--- src/rtl/hdlc_tx_framer.sv ---
module hdlc_tx_framer #(
  parameter logic [7:0] FLAG = 8'h7E
) (
  input  logic       clk,
  input  logic       rst_n,
  input  logic       bit_en,
  input  logic       cfg_raw,
  input  logic       cfg_fill_ones,
  input  logic [1:0] cfg_fcs_sel,
  input  logic       cfg_invert,
  input  logic       cfg_msb_first,
  input  logic       cfg_bad_fcs,
  input  logic       cfg_force_abort,
  input  logic       in_valid,
  input  logic [7:0] in_data,
  input  logic       in_sop,
  input  logic       in_eop,
  output logic       in_ready,
  output logic       tx_bit
);

  typedef enum logic [2:0] {S_FILL, S_OPEN, S_DATA, S_FCS, S_CLOSE, S_ABRT} st_t;

  st_t         st;
  logic [4:0]  cnt;
  logic [2:0]  ones;
  logic [7:0]  sh;
  logic [31:0] crc;
  logic        last;
  logic [6:0]  act;

  logic [6:0] cfg_now, cur;
  logic       at_bound, raw, fill1, inv, msb, bad, is32, fcs_on;
  logic [1:0] sel;
  logic [4:0] fcs_last;
  logic       start, stuff, need;
  logic [7:0] ord;
  logic       b;
  logic [31:0] poly, crc_nx;
  logic [2:0] ones_nx;

  assign cfg_now  = {cfg_bad_fcs, cfg_msb_first, cfg_invert, cfg_fcs_sel, cfg_fill_ones, cfg_raw};
  assign at_bound = (st == S_FILL) && (cnt == 5'd0);
  assign cur      = at_bound ? cfg_now : act;
  assign raw      = cur[0];
  assign fill1    = cur[1];
  assign sel      = cur[3:2];
  assign inv      = cur[4];
  assign msb      = cur[5];
  assign bad      = cur[6];
  assign is32     = (sel == 2'b10);
  assign fcs_on   = !raw && (sel[0] ^ sel[1]);
  assign fcs_last = is32 ? 5'd31 : 5'd15;

  assign start = bit_en && !cfg_force_abort && at_bound && in_valid && in_sop;
  assign stuff = !raw && (ones == 3'd5) &&
                 ((st == S_DATA) || (st == S_FCS) || ((st == S_CLOSE) && (cnt == 5'd0)));
  assign need  = (st == S_DATA) && (cnt == 5'd0) && !stuff;
  assign in_ready = bit_en && !cfg_force_abort &&
                    (need || (at_bound && raw && in_valid && in_sop));

  always_comb
    for (int i = 0; i < 8; i++) ord[i] = msb ? in_data[7-i] : in_data[i];

  always_comb begin
    b = 1'b1;
    case (st)
      S_FILL:  b = start ? (raw ? ord[0] : FLAG[0]) : (fill1 ? 1'b1 : FLAG[cnt[2:0]]);
      S_OPEN:  b = FLAG[cnt[2:0]];
      S_DATA:  b = stuff ? 1'b0 : (cnt == 5'd0) ? (in_valid ? ord[0] : 1'b1) : sh[0];
      S_FCS:   b = stuff ? 1'b0 : (~crc[0] ^ bad);
      S_CLOSE: b = stuff ? 1'b0 : FLAG[cnt[2:0]];
      default: b = 1'b1;
    endcase
  end

  assign poly    = is32 ? 32'hEDB8_8320 : 32'h0000_8408;
  assign crc_nx  = {1'b0, crc[31:1]} ^ ((crc[0] ^ b) ? poly : 32'h0);
  assign ones_nx = b ? ones + 3'd1 : 3'd0;

  always_ff @(posedge clk or negedge rst_n) begin
    if (!rst_n) begin
      st <= S_FILL; cnt <= '0; ones <= '0; sh <= '0; crc <= '0;
      last <= 1'b0; act <= '0; tx_bit <= 1'b1;
    end else if (bit_en) begin
      tx_bit <= cfg_force_abort ? 1'b1 : (b ^ inv);
      act    <= cur;
      if (cfg_force_abort) begin
        st <= S_FILL; cnt <= '0; ones <= '0;
      end else begin
        case (st)
          S_FILL:
            if (start) begin
              ones <= '0;
              crc  <= is32 ? 32'hFFFF_FFFF : 32'h0000_FFFF;
              cnt  <= 5'd1;
              if (raw) begin
                st <= S_DATA; sh <= {1'b0, ord[7:1]}; last <= in_eop;
              end else st <= S_OPEN;
            end else cnt <= (cnt == 5'd7) ? 5'd0 : cnt + 5'd1;
          S_OPEN:
            if (cnt == 5'd7) begin st <= S_DATA; cnt <= '0; end
            else cnt <= cnt + 5'd1;
          S_DATA:
            if (stuff) ones <= '0;
            else if ((cnt == 5'd0) && !in_valid) begin st <= S_ABRT; cnt <= 5'd1; end
            else begin
              ones <= raw ? 3'd0 : ones_nx;
              crc  <= crc_nx;
              if (cnt == 5'd0) begin sh <= {1'b0, ord[7:1]}; last <= in_eop; end
              else sh <= {1'b0, sh[7:1]};
              if (cnt == 5'd7) begin
                cnt <= '0;
                if (last) st <= raw ? S_FILL : (fcs_on ? S_FCS : S_CLOSE);
              end else cnt <= cnt + 5'd1;
            end
          S_FCS:
            if (stuff) ones <= '0;
            else begin
              ones <= ones_nx;
              crc  <= {1'b0, crc[31:1]};
              if (cnt == fcs_last) begin st <= S_CLOSE; cnt <= '0; end
              else cnt <= cnt + 5'd1;
            end
          S_CLOSE:
            if (stuff) ones <= '0;
            else if (cnt == 5'd7) begin st <= S_FILL; cnt <= '0; end
            else cnt <= cnt + 5'd1;
          S_ABRT:
            if (cnt == 5'd7) begin st <= S_FILL; cnt <= '0; end
            else cnt <= cnt + 5'd1;
          default: begin st <= S_FILL; cnt <= '0; end
        endcase
      end
    end
  end

  assert_hold_R13: assert property (@(posedge clk) disable iff (!rst_n)
    !bit_en |=> $stable(tx_bit));

  assert_force_ones_R11: assert property (@(posedge clk) disable iff (!rst_n)
    (bit_en && cfg_force_abort) |=> tx_bit);

  assert_stuff_zero_R4: assert property (@(posedge clk) disable iff (!rst_n)
    (bit_en && !cfg_force_abort && stuff) |=> (tx_bit == act[4]));

  assert_run_limit_R4: assert property (@(posedge clk) disable iff (!rst_n)
    ones <= 3'd5);

  assert_abort_ones_R10: assert property (@(posedge clk) disable iff (!rst_n)
    (st == S_ABRT) |-> (tx_bit == !act[4]));

  assert_fcs_mode_R5: assert property (@(posedge clk) disable iff (!rst_n)
    (st == S_FCS) |-> (!act[0] && (act[3] != act[2])));

  assert_cfg_frozen_R12: assert property (@(posedge clk) disable iff (!rst_n)
    !at_bound |=> $stable(act));

endmodule

--- config.mk ---
export PLATFORM = sky130hd
export DESIGN_NAME = hdlc_tx_framer
export DESIGN_NICKNAME = d
export VERILOG_FILES = /design/src/rtl/hdlc_tx_framer.sv
export SDC_FILE = /design/constraint.sdc
export NUM_CORES = 1
export LEC_CHECK = 0
export BUFFER_PORTS_ARGS = -buffer_cell sky130_fd_sc_hd__buf_2
export CAP_MARGIN = 5
export CORE_AREA = 2 2 76 78
export DETAILED_ROUTE_END_ITERATION = 7
export DIE_AREA = 0 0 78 80
export PLACE_DENSITY = 0.85
export SETUP_SLACK_MARGIN = 0.15
export SLEW_MARGIN = 20
export SYNTH_ARGS = -nofsm -noshare
export SYNTH_HDL_FRONTEND = slang
export SYNTH_SLANG_ARGS = --single-unit
export TNS_END_PERCENT = 30
--- constraint.sdc ---
create_clock -name clk -period 4.4 [get_ports clk]
set_input_delay 0.44 -clock clk [delete_from_list [all_inputs] [get_ports clk]]
set_output_delay 0.44 -clock clk [all_outputs]
set_load 0.05 [all_outputs]
# ---- Word-level counts from Yosys, hierarchy flattened
# Memory sizes are Yosys's and may differ from the RTL's.
# Index checks and enable logic that the tools add are counted.
dict set report classes {
  addsub 2
  n_reduce_logical 35
  order_cmp 1
  n_mux 74
  eq_ne 25
  bitwise_logic 7
}
# cell n
set op_table {}
lappend op_table {{$mux W32} 7}
lappend op_table {{$pmux W32 S3} 1}
lappend op_table {{$mux W3} 21}
lappend op_table {{$mux W5} 9}
lappend op_table {{$mux W8} 4}
lappend op_table {{$xor A31 B32 Y32} 1}
lappend op_table {{$pmux W5 S5} 1}
lappend op_table {{$mux W1} 23}
lappend op_table {{$ne A3 B3 Y1 const B} 6}
lappend op_table {{$pmux W3 S6} 1}
lappend op_table {{$logic_and A1 B1 Y1} 16}
lappend op_table {{$pmux W8 S2} 1}
lappend op_table {{$mux W7} 2}
lappend op_table {{$reduce_and A7 Y1} 2}
lappend op_table {{$pmux W3 S4} 1}
lappend op_table {{$ne A2 B2 Y1 const B} 5}
lappend op_table {{$eq A3 B3 Y1 const B} 3}
lappend op_table {{$reduce_and A9 Y1} 1}
lappend op_table {{$reduce_and A8 Y1} 1}
lappend op_table {{$eq A3 B2 Y1 const B} 2}
lappend op_table {{$add A5 B1 Y5 const B} 1}
lappend op_table {{$eq A5 B3 Y1 const B} 1}
lappend op_table {{$eq A5 B5 Y1} 1}
lappend op_table {{$logic_not A5 Y1} 1}
lappend op_table {{other kinds (23)} 32}
dict set report word_totals {
  ff_bits 60
  wordCells 153
  mem_count 1
  rom_bits 8
}
# name words width read_ports rd_clocked_by_memory_dff write_ports line_no
set memory_table {}
lappend memory_table {{(name not given)} 8 1 1 0 0 72} ;# S_CLOSE: b = stuff ? 1'b0 : FLAG[cnt[2:0]];

# ---- Longest topological paths before layout
dict set report depth {
  depth_word 14
  depth_mapped 13
  mapped_depth_nobuf 13
}

# ---- Worst setup path before layout
# No wires, ideal clock.
dict set report synth_timing {
  kind {flip-flop to flip-flop}
  from {register cnt[0]}
  to {register crc[19]}
  path_stages_with_launch 13
  period_less_slack_ns 2.905
  slack_ns 1.495
  setup_time_ns 0.087
  n_path_buf 2
  arrival_ns 2.818
  required_time_ns 4.313
  cell_sequence {dfrtp_1 -> inv_1 -> ha_1 -> or4b_1 -> buf_2 -> or3_1 -> o21ai_1 -> a21oi_1 -> a221o_1 -> xor2_2 -> a32o_1 -> buf_6 -> a211oi_2}
}
dict set report synth_via {
  elab_chain_len 14
  elab_cells_between_ends 40
  classes_between {eq/ne: 5; mux: 19; bitwise: 3; reduce/logical: 12; memory: 1}
}
# element line_no
set synth_lines {}
lappend synth_lines {{start: declaration} 25} ;# logic [4:0] cnt;
lappend synth_lines {{start signal: assignment} 100} ;# end else cnt <= (cnt == 5'd7) ? 5'd0 : cnt + 5'd1;
lappend synth_lines {{start signal: assignment} 103} ;# else cnt <= cnt + 5'd1;
lappend synth_lines {{start signal: assignment} 115} ;# end else cnt <= cnt + 5'd1;
lappend synth_lines {{$logic_not A5 Y1} --}
lappend synth_lines {{$logic_and A1 B1 Y1} 43} ;# assign at_bound = (st == S_FILL) && (cnt == 5'd0);
lappend synth_lines {{$mux W7} 44} ;# assign cur = at_bound ? cfg_now : act;
lappend synth_lines {{$mux W1 / $logic_not A1 Y1 (equally long branches)} {63, 56}}
lappend synth_lines {{$mux W1 / $logic_and A1 B1 Y1 (equally long branches) (2 in series)} {70, 56}}
lappend synth_lines {{$mux W1, on equally long branches} {70, 71, 72}}
lappend synth_lines {{$pmux W1 S5} 67} ;# case (st)
lappend synth_lines {{$xor A1 B1 Y1} 78} ;# assign crc_nx = {1'b0, crc[31:1]} ^ ((crc[0] ^ b) ? poly : 32'h0);
lappend synth_lines {{$mux W32} 78}
lappend synth_lines {{$xor A31 B32 Y32} 78}
lappend synth_lines {{$mux W32} 106} ;# else if ((cnt == 5'd0) && !in_valid) begin st <= S_ABRT; cnt <= 5'd1; end
lappend synth_lines {{$mux W32} 105} ;# if (stuff) ones <= '0;
lappend synth_lines {{$pmux W32 S3} 91} ;# case (st)
lappend synth_lines {{end signal: assignment} 95} ;# crc <= is32 ? 32'hFFFF_FFFF : 32'h0000_FFFF;
lappend synth_lines {{end signal: assignment} 109} ;# crc <= crc_nx;
lappend synth_lines {{end signal: assignment} 121} ;# crc <= {1'b0, crc[31:1]};
lappend synth_lines {{end: declaration} 28} ;# logic [31:0] crc;
# Parallel ways exist; a longest one is shown, timed or not. The select of a mux whose other input is x is not followed.
# A chain may end at the register's enable or synchronous reset.

# ---- Final worst setup path
dict set report layout_timing {
  from {register cnt[0]}
  to {register crc[23]}
}
# The elaborated chain is that of the path after synthesis.

==> results.toml <==
[outcome]
status = "finished, final reports clean"

[drt]
firstDrtPassIters = 5
vias_per_cell = 6.150
via_count = 2878
post-route-drc-count = 0
final_antenna_net_count = 0
wl_per_cell_um = 15.69
routed_wl_mm = 7.344
drt_iter0_drc = 339

[layout]
insertedDiodeCount = 0
final_util_pct = 68.19
nNetsFinal = 418
drive_above_1_share_pct = 16.67
area_growth_syn_to_layout_pct = 9.314

[place]
port_buffers = 23
place_congestion = 0.9242
dp_hpwl_mm = 4.930

[synth]
synth_warnings = 0
netlist_instances = 377
synthTopCellsByArea = "dfrtp_1, nor2_1, a21oi_1"
ys_async_sr_fraction_pct = 100.0
synth_top_area_share_pct = 43.04
synth_ff_type = "dfrtp_1"
netlist_area_um2 = 3372
ys_top_cells_by_count = "nor2_1, dfrtp_1, a21oi_1"
synth_enable_flop_cells = 0
synth_seq_cells = 59
synth.avg_cell_area_um2 = 8.944
synth_most_common_cell = "nor2_1"
yosysTopAreaCell = "dfrtp_1"
ys_types = 54
syn_nets = 404
ys_seq_area_share_pct = 43.82

[sta]
final.setup.tns_ns = 0
fmax_mhz = 282.6
setup_viol = 0
skew_ns = 0.01585
tightest_slew_ns = 0.9914
max_slew_margin_pct = 32.02
hold_violations = 0
slew_viol_final = 0
final.period_utilization_pct = 80.42
fin_crit_ns = 3.538
rsz0062_at_grt = "false"

[setup_path]
path_cells = "inv_1 -> ha_1 -> nor4b_4 -> nand2_2 -> mux2i_2 -> o21ai_0 -> a221o_1 -> xor2_2 -> a32o_1 -> a211oi_2"
arrival_ns = 3.75
crit_path_max_fanout = 9
cp-end-kind = "flop"
crit_slowest_cell = "a32o_1"
crit_path_start_kind = "flop"
slowest_delay_ns = 0.58
required_ns = 4.61
path_class = "flop to flop"

[die]
fp.dieH_um = 80
start_util_pct = 62.38
die_w_um = 78
dieArea_um2 = 6240
io_pins = 24
core-area_um2 = 5405
rows = 27

[global_route]
antenna_found_initial = 0
grt_pass1_vias = 2744
grt_max_degree = 60
grtUsageTotal_pct = 26.21
grt_pass1_wl_mm = 12.72
overflow = 0

[clock_tree]
post_cts_resized = 0
h-tree-depth = 3
post_cts_buffers = 0
ctsHoldBuffers = 0
cts.sinks = 59
worstSkewPairLatency_ns = 0.35
clk_pin_slew_ns = 0.07
cts_buffer_depth = 2
cts_tree = "done"
cts-root-buf = "clkbuf_8"
cts_buffers = 9

[power_and_ir_drop]
irDropWorstVdd_mv = 0.4202
cellLeakagePower_nw = 1.505
power.density_nw_per_um2 = 786.4

[run]
cap_violations = 0

[hold_path]
hp-class = "input pin to async pin"
[cell type report]
type,instances,area [um^2]
repair buffers,28,152.6
flip-flops and latches,59,1478
clock inverters,2,13.76
well taps,72,90.09
fillers,433,1719
inverters,10,37.54
clock buffers,14,162.7
multi-input cells,283,1752
[report_power, final]
group	switching [mW]	internal, mW
Sequential	0.201	0.773
Combinational	0.880	0.597
Clock	0.211	0.236
[kinds of logic after synthesis]
| family | synth area share [%] |
|---|---|
| mux | 6.976 |
| compound gates | 22.67 |
| fa+ha+maj | 1.855 |
| xor+xnor | 1.262 |
| simple gates | 19.00 |
| buf+inv | 4.416 |
| flops | 43.82 |
[path summary, 6_finish.rpt]
kind | from | to | slack [ns] | depth (start not counted)
worst min-delay path | rst_n | cnt[2]$_DFFE_PN0P_ | 0.23 | 2
max in group asynchronous | rst_n | crc[31]$_DFFE_PN0P_ | 3.66 | 2
worst max-delay path | cnt[0]$_DFFE_PN0P_ | crc[23]$_DFFE_PN0P_ | 0.86 | 10
min in group clk | cfg_bad_fcs | act[6]$_DFFE_PN0P_ | 0.33 | 2
worst max register to register | cnt[0]$_DFFE_PN0P_ | crc[23]$_DFFE_PN0P_ | 0.86 | 10
worst min register to register | sh[6]$_DFFE_PN0P_ | sh[6]$_DFFE_PN0P_ | 0.48 | 2
[metrics by stage]
stage	power, mW	setup WS [ns]	hold slack [ns]	cell area [um^2]	std cells
after CTS	2.886	0.9127	0.2545	3686	468
after detailed placement	2.422	0.9379	0.4711	3510	452
after global routing	3.116	0.5247	0.3260	3686	468
after floorplan	2.113	1.495	0.1444	3372	377
after global placement	2.368	1.080	0.4596	3510	452
final	2.899	0.8615	0.2279	3686	468
[worst max-delay path: cells and delay by family (launching register included)]
kind / cells / cell delay (ns)
buffers and inverters: 1 / 0.07
and+or+nand+nor: 2 / 0.67
adders and majority gates: 1 / 0.19
AOI/OAI and AO/OA: 4 / 1.29
muxes: 1 / 0.40
xor gates and xnor gates: 1 / 0.34
DFF: 1 / 0.41
[metal layers]
layer | share of wire, % | vias up | routed length (um) | global-route usage [%]
met5 | 0 | - | 0 | 0
met4 | 2.4 | 0 | 179 | 13.51
met3 | 6.4 | 24 | 471 | 5.543
met2 | 47 | 113 | 3463 | 40.26
met1 | 44 | 1371 | 3229 | 35.22
li1 | - | 1370 | - | -
[flip-flops by register name, summed over array words and instances (netlist names)]
signal / flops
st: 3
crc: 32
last: 1
ones: 3
act: 7
sh: 7
tx_bit: 1
cnt: 5
[cell usage in the layout (no fill, tap or decap), drive strengths merged, types with 5 or more instances in the layout]
| master | n |
|---|---|
| ha | 5 |
| dfrtp | 58 |
| a21oi | 41 |
| inv | 10 |
| a211oi | 19 |
| mux2i | 13 |
| clkbuf | 14 |
| nor3 | 10 |
| nand2b | 7 |
| mux2 | 9 |
| nand2 | 27 |
| nor2 | 69 |
| buf | 28 |
| o31ai | 6 |
| o21ai | 22 |
| nand3 | 5 |
Power figures use the tool's default switching activity.
